### src/rtl/lane_wr_pkg.sv
package lane_wr_pkg;
  localparam int unsigned LANE_COUNT = 4;
  localparam int unsigned LANE_BITS  = 8;
  localparam int unsigned WORD_BITS  = LANE_COUNT * LANE_BITS;

  // Active-high strobes handed from the control decode to the datapath.
  typedef struct packed {
    logic                  fullWr;
    logic                  byteWr;
    logic                  pipeSel;
    logic [LANE_COUNT-1:0] laneSel;
  } laneCmd_t;
endpackage

### src/rtl/lane_strobe_decode.sv
module laneStrobeDecode
  import lane_wr_pkg::*;
(
  input  logic                  pipeMode,
  input  logic                  allWrN,
  input  logic                  byteWrN,
  input  logic [LANE_COUNT-1:0] laneWrN,
  output laneCmd_t              cmd
);
  logic [LANE_COUNT-1:0] laneHit;

  for (genvar gi = 0; gi < LANE_COUNT; gi++) begin : g_lane
    assign laneHit[gi] = ~laneWrN[gi];
  end

  always_comb begin
    cmd         = '0;
    cmd.fullWr  = ~allWrN;
    cmd.byteWr  = ~byteWrN;
    cmd.pipeSel = pipeMode;
    cmd.laneSel = laneHit;
  end
endmodule

### src/rtl/lane_mask_path.sv
module laneMaskPath
  import lane_wr_pkg::*;
(
  input  logic                  clk,
  input  logic                  rstN,
  input  laneCmd_t              cmd,
  output logic [LANE_COUNT-1:0] laneMask
);
  logic [LANE_COUNT-1:0] merged;
  logic [LANE_COUNT-1:0] stageQ;
  logic [LANE_COUNT-1:0] maskQ;

  // Global write overrides everything; the byte enable gates the lane strobes.
  always_comb begin
    merged = '0;
    if (cmd.fullWr)      merged = '1;
    else if (cmd.byteWr) merged = cmd.laneSel;
  end

  always_ff @(posedge clk) begin
    if (!rstN) begin
      stageQ <= '0;
      maskQ  <= '0;
    end else begin
      stageQ <= merged;
      maskQ  <= cmd.pipeSel ? stageQ : merged;
    end
  end

  assign laneMask = maskQ;
endmodule

### src/rtl/byte_lane_wr_ctrl.sv
module byteLaneWrCtrl
  import lane_wr_pkg::*;
(
  input  logic                  clk,
  input  logic                  rstN,
  input  logic                  pipeMode,
  input  logic                  allWrN,
  input  logic                  byteWrN,
  input  logic [LANE_COUNT-1:0] laneWrN,
  output logic [LANE_COUNT-1:0] laneMask
);
  laneCmd_t cmd;

  laneStrobeDecode i_decode (
    .pipeMode (pipeMode),
    .allWrN   (allWrN),
    .byteWrN  (byteWrN),
    .laneWrN  (laneWrN),
    .cmd      (cmd)
  );

  laneMaskPath i_path (
    .clk      (clk),
    .rstN     (rstN),
    .cmd      (cmd),
    .laneMask (laneMask)
  );
endmodule

### config.mk
export PLATFORM = sky130hd
export DESIGN_NAME = byteLaneWrCtrl
export DESIGN_NICKNAME = d
export VERILOG_FILES = /design/src/rtl/lane_wr_pkg.sv /design/src/rtl/lane_strobe_decode.sv /design/src/rtl/lane_mask_path.sv /design/src/rtl/byte_lane_wr_ctrl.sv
export SDC_FILE = /design/constraint.sdc
export NUM_CORES = 1
export LEC_CHECK = 0
export BUFFER_PORTS_ARGS = -buffer_cell sky130_fd_sc_hd__buf_2
export CAP_MARGIN = 20
export CORE_AREA = 2 2 39 41
export DETAILED_ROUTE_END_ITERATION = 16
export DIE_AREA = 0 0 41 43
export PLACE_DENSITY = 0.49
export SKIP_LAST_GASP = 1
export SYNTH_ARGS = -nofsm -noshare
export SYNTH_HDL_FRONTEND = slang
export SYNTH_SLANG_ARGS = --single-unit
### constraint.sdc
create_clock -name clk -period 0.8 [get_ports clk]
set_input_delay 0.08 -clock clk [delete_from_list [all_inputs] [get_ports clk]]
set_output_delay 0.08 -clock clk [all_outputs]
set_load 0.1 [all_outputs]
==> results.ini, run 1 <==
[power]
p_sw_share_pct = 28.6
ir_worst_vdd_uv = 833
powerDensity_mw_per_mm2 = 2230
combPwrFrac_pct = 24.8
p_leak_nw = 0.214
p_int_w = 0.000698
power_switching_w = 0.000279
pwr-share-clk_pct = 29.7
sequentialPowerShare_pct = 45.5

[critical_path]
slowest_delay_ns = 0.34
path_depth = 1
end_kind = output port
r2r_cells = 2
cp-startpoint = i_path.laneMask[1]
slowest_stage = dfxtp_2
worstSetupPathType = reg -> out
critPathCapture = laneMask[1]
cp_top_family = flip-flops
reg2reg_to = i_path.laneMask[0]
required_ns = 0.72
arrival_ns = 0.75
start_kind = flip-flop
timing.rr.start = i_path.stageQ[0]
reg2reg_slack_ns = 0.15
critical_path_buf_inv_count = 1
cp_max_fo = 1
worstPathCellList = buf_12

[floorplanning]
core-area_mm2 = 0.00138
dieWidth_um = 41
die_area_mm2 = 0.00176
io_pins = 13
rows = 14
die_h_um = 43
start_util_pct = 19.6

[synthesis]
synth_area_per_cell_um2 = 11.3
synth_area_leaders = dfxtp_1 59%, o211a_1 15%, nand2b_1 9.2%
ys_seq_elements = 8
synth_top_area_share_pct = 59.0
synth_nets = 33
ys_types = 6
ys_seq_area_share_pct = 59.0
synth.cell_area_um2 = 272
yosysTopAreaCell = dfxtp_1
syn_inst = 24
ys_warn_count = 0

[status]
failed_checks = negative setup slack
outcome = finished with violations

[timing]
slew_headroom_pct = 90.6
timing.final.hold_violations = 0
setup_slack_ns = -0.0316
fin_skew_ns = 0.000130
max_freq_ghz = 1.20
setup_viol = 4
period_minus_slack_ns = 0.832
fin_crit_sh_pct = 104
slew_violations = 0
rsz0062_at_grt = yes
tightest_slew_ns = 0.140
tns_ns = -0.114

[cells_and_area]
antenna_cells = 0
multi_input_area_um2 = 111
post-route-util_pct = 31.7
regArea_um2 = 165
fill_cells = 150
drive_gt1_share_pct = 51.3
fin_nets = 50
area_delta_synth_final_pct = 61.8

[clock_tree]
clk_pin_slew_ns = 0.05
cts_setup_buffers = 0
clockBufferDepth = 2
clock_latency_ns = 0.24
cts_tree = yes
numCtsBuffers = 3
cts.sinks = 8
cts_root_buf = clkbuf_4
htreeDepth = 1
post_cts_resized = 0

[drt]
drt-initial-drc-count = 2
vias_per_cell = 4.05
route.vias.total = 223
wirelength_um = 497
wl_per_cell_um = 9.04
ant_nets = 0
drt_first_pass_iters = 3
drc_errors = 0

[placed_design]
gp_congestion = 0.641
numPortBuffers = 12
dp_hpwl_um = 391

[grt]
grt.total_usage_pct = 7.65
grt_max_degree = 9
overflow = 0
grt_antenna_before_repair = 0
grt_pass1_vias = 197
grt_pass1_wl_um = 848

[run]
drv_cap = 0

[min_path]
hp-class = in -> reg

[layer usage]
metal,vias up,wire length [µm],share of wire (%),GRT usage (%)
li1,115,-,-,-
met1,98,233,47,10.0
met2,10,200,40,8.75
met3,0,63,13,4.19
met4,0,0,0,6.00
met5,-,0,0,0
[stage by stage]
step | total power [W] | setup WS, ns | hold slack [ns] | instances | area [µm²]
2_1_floorplan | 0.000592 | 0.0942 | 0.202 | 24 | 277
4_1_cts | 0.00100 | -0.0492 | 0.118 | 55 | 439
6_report | 0.000978 | -0.0316 | 0.122 | 55 | 439
5_1_grt | 0.00104 | -0.0663 | 0.125 | 55 | 439
3_3_place_gp | 0.000697 | 0.160 | 0.380 | 52 | 417
3_5_place_dp | 0.000698 | 0.150 | 0.386 | 52 | 417
[worst min path at each step]
stage	start	end	slack (ns)	cells past startpoint
floorplan	rstN	i_path.stageQ[0]	0.20	1
global placement	rstN	i_path.laneMask[1]	0.38	2
detailed placement	rstN	i_path.laneMask[1]	0.39	2
CTS	rstN	i_path.laneMask[3]	0.12	2
global route	rstN	i_path.laneMask[2]	0.12	2
finish	rstN	i_path.laneMask[3]	0.12	2
[cell families (layout without fill, tap and decap cells)]
family	count (synthesis)	count (layout)	synth area share, %
simple gates	8	8	18.9
buf+inv	0	15	0
flops	8	8	59.0
compound gates	8	8	22.1
[flip-flops by register name, summed over array words and instances (netlist names)]
register / flops
i_path.laneMask: 4
i_path.stageQ: 4
[power groups by stage]
| stage | combinational, W | clock [W] | sequential, W |
|---|---|---|---|
| finish | 0.000242 | 0.000290 | 0.000445 |
| global route | 0.000256 | 0.000339 | 0.000447 |
| CTS | 0.000245 | 0.000312 | 0.000446 |
| detailed placement | 0.000244 | 0 | 0.000454 |
| global placement | 0.000244 | 0 | 0.000453 |
| floorplan | 0.0000376 | 0 | 0.000554 |
[Yosys cell counts]
cell	n
and2_1	3
nand2b_1	4
and2_2	1
o21ai_1	4
o211a_1	4
dfxtp_1	8
[layout by cell type, fill, tap and decap left out]
cell and count:
and2_1 3, and2_2 1, buf_12 4, buf_2 8
clkbuf_4 3, dfxtp_1 4, dfxtp_2 4, nand2b_1 4
o211a_1 4, o21ai_1 4
[cell type report]
| class | instances | share of cell area [%] |
|---|---|---|
| clock buffer | 3 | 5.13 |
| multi-input combinational | 16 | 25.4 |
| sequential | 8 | 37.6 |
| tap | 16 | 4.56 |
| timing repair buffer | 12 | 27.4 |
[repair_timing]
action / in CTS / in global routing
cloned: 0 / 0
setup endpoints to repair: 4 / 4
hold buffers: 0 / 0
pin swaps: 0 / 0
Power figures use the tool's default switching activity.
==> inputs of run 2 (changes only) <==
Settings changed: REMOVE_ABC_BUFFERS from default to 1.
==> run 2 against run 1 <==
Against the previous run:
- the flow still finishes with violations (negative setup slack)
- die area unchanged
- critical path type unchanged
- non-clock buffer count is the same
- worst setup slack worse by 0.0056 ns
- first-iteration DRC count is 100% higher
- highest routed layer is now met4
==> results.ini, run 2 (synthesis results as in run 1) <==
[status]
outcome = finished with violations
failed_checks = negative setup slack

[critical_path]
reg2reg_slack_ns = 0.16
critical_path_buf_inv_count = 1
required_ns = 0.72
r2r_cells = 2
cp_max_fo = 1
start_kind = flip-flop
timing.rr.start = i_path.stageQ[1]
arrival_ns = 0.76
worstPathCellList = buf_12
worstSetupPathType = reg -> out
end_kind = output port
slowest_stage = dfxtp_2
cp_top_family = flip-flops
slowest_delay_ns = 0.34
reg2reg_to = i_path.laneMask[1]

[cells_and_area]
fin_nets = 50
drive_gt1_share_pct = 51.3
post-route-util_pct = 31.7
antenna_cells = 0
final_common_cell = buf_2
area_delta_synth_final_pct = 61.8

[power]
ir_worst_vdd_uv = 666
sequentialPowerShare_pct = 44.9
p_int_w = 0.000699
power_switching_w = 0.000292
pwr-share-clk_pct = 30.6
powerDensity_mw_per_mm2 = 2250
p_sw_share_pct = 29.4
p_leak_nw = 0.214
combPwrFrac_pct = 24.5

[floorplanning]
start_util_pct = 19.6
core-area_mm2 = 0.00138
die_h_um = 43
die_area_mm2 = 0.00176
rows = 14
io_pins = 13
dieWidth_um = 41

[clock_tree]
clockBufferDepth = 2
cts.sinks = 8
clk_pin_slew_ns = 0.05
cts_tree = yes
cts_setup_buffers = 0
numCtsBuffers = 3
cts_root_buf = clkbuf_4
cts_hold_buf = 0
htreeDepth = 1
clock_latency_ns = 0.25

[grt]
grt_pass1_wl_um = 903
grt.total_usage_pct = 8.24
grt_antenna_before_repair = 0
grt_pass1_vias = 220
grt_max_degree = 9
overflow = 0

[drt]
wl_per_cell_um = 9.58
route.vias.total = 215
drt-initial-drc-count = 4
drc_errors = 0
vias_per_cell = 3.91
wirelength_um = 527
ant_nets = 0
drt_first_pass_iters = 3

[timing]
max_freq_ghz = 1.19
tightest_slew_ns = 0.165
timing.final.hold_violations = 0
period_minus_slack_ns = 0.837
fin_skew_ns = 0.0000576
fin_crit_sh_pct = 105
rsz0062_at_grt = yes
setup_viol = 4
setup_slack_ns = -0.0372
slew_violations = 0
slew_headroom_pct = 89.0

[placed_design]
gp_congestion = 0.603
numPortBuffers = 12
dp_slack_ns = 0.161

[run]
drv_cap = 0

[min_path]
holdPathEnd = i_path.laneMask[3]
hp-start = rstN
hp-class = in -> reg
worstHoldPathCells = 2

[run 2: cell counts in the layout (fill, tap and decap cells not counted)]
No cell type changed its count.
[run 2: per-stage QoR]
stage               instances  hold slack, ns  total power (W)  TNS [ns]  instance area [µm²]
floorplan                  24           0.202         0.000587    -0.756                  272
global placement           52           0.392         0.000693         0                  412
detailed placement         52           0.390         0.000694         0                  412
CTS                        55           0.111          0.00101    -0.194                  439
global route               55           0.129          0.00104    -0.242                  439
finish                     55           0.121         0.000990    -0.140                  439
[run 2: layout make-up]
class / instances / area [µm²]
Multi-Input combinational cell: 16 / 111
Clock buffer: 3 / 22.5
Fill cell: 145 / 945
Timing Repair Buffer: 12 / 120
Sequential cell: 8 / 165
Tap cell: 16 / 20.0
[run 2: worst max path at each step]
stage	from	endpoint	slack, ns	depth (start not counted)
floorplan	i_path.laneMask[0]	laneMask[0]	-0.19	0
global placement	i_path.stageQ[2]	i_path.laneMask[2]	0.17	2
detailed placement	i_path.stageQ[1]	i_path.laneMask[1]	0.16	2
CTS	i_path.laneMask[3]	laneMask[3]	-0.05	1
global route	i_path.laneMask[1]	laneMask[1]	-0.07	1
finish	i_path.laneMask[3]	laneMask[3]	-0.04	1
[run 2: power groups by stage]
stage / clock, W / combinational [W] / sequential [W]
floorplan: 0 / 0.0000376 / 0.000550
global placement: 0 / 0.000243 / 0.000450
detailed placement: 0 / 0.000244 / 0.000450
CTS: 0.000322 / 0.000245 / 0.000445
global route: 0.000341 / 0.000256 / 0.000447
finish: 0.000303 / 0.000243 / 0.000445
[run 2: routing by layer]
layer  GRT usage (%)  wire length (µm)
met4            12.0                10
met2            8.13               210
met3            2.09                49
met1            11.0               257
met5               0                 0
[run 2: repair_timing]
item	in CTS	in global routing
pin swaps	0	0
endpoints found under the setup margin	4	4
hold endpoints to repair	0	0
resized for setup	4	0
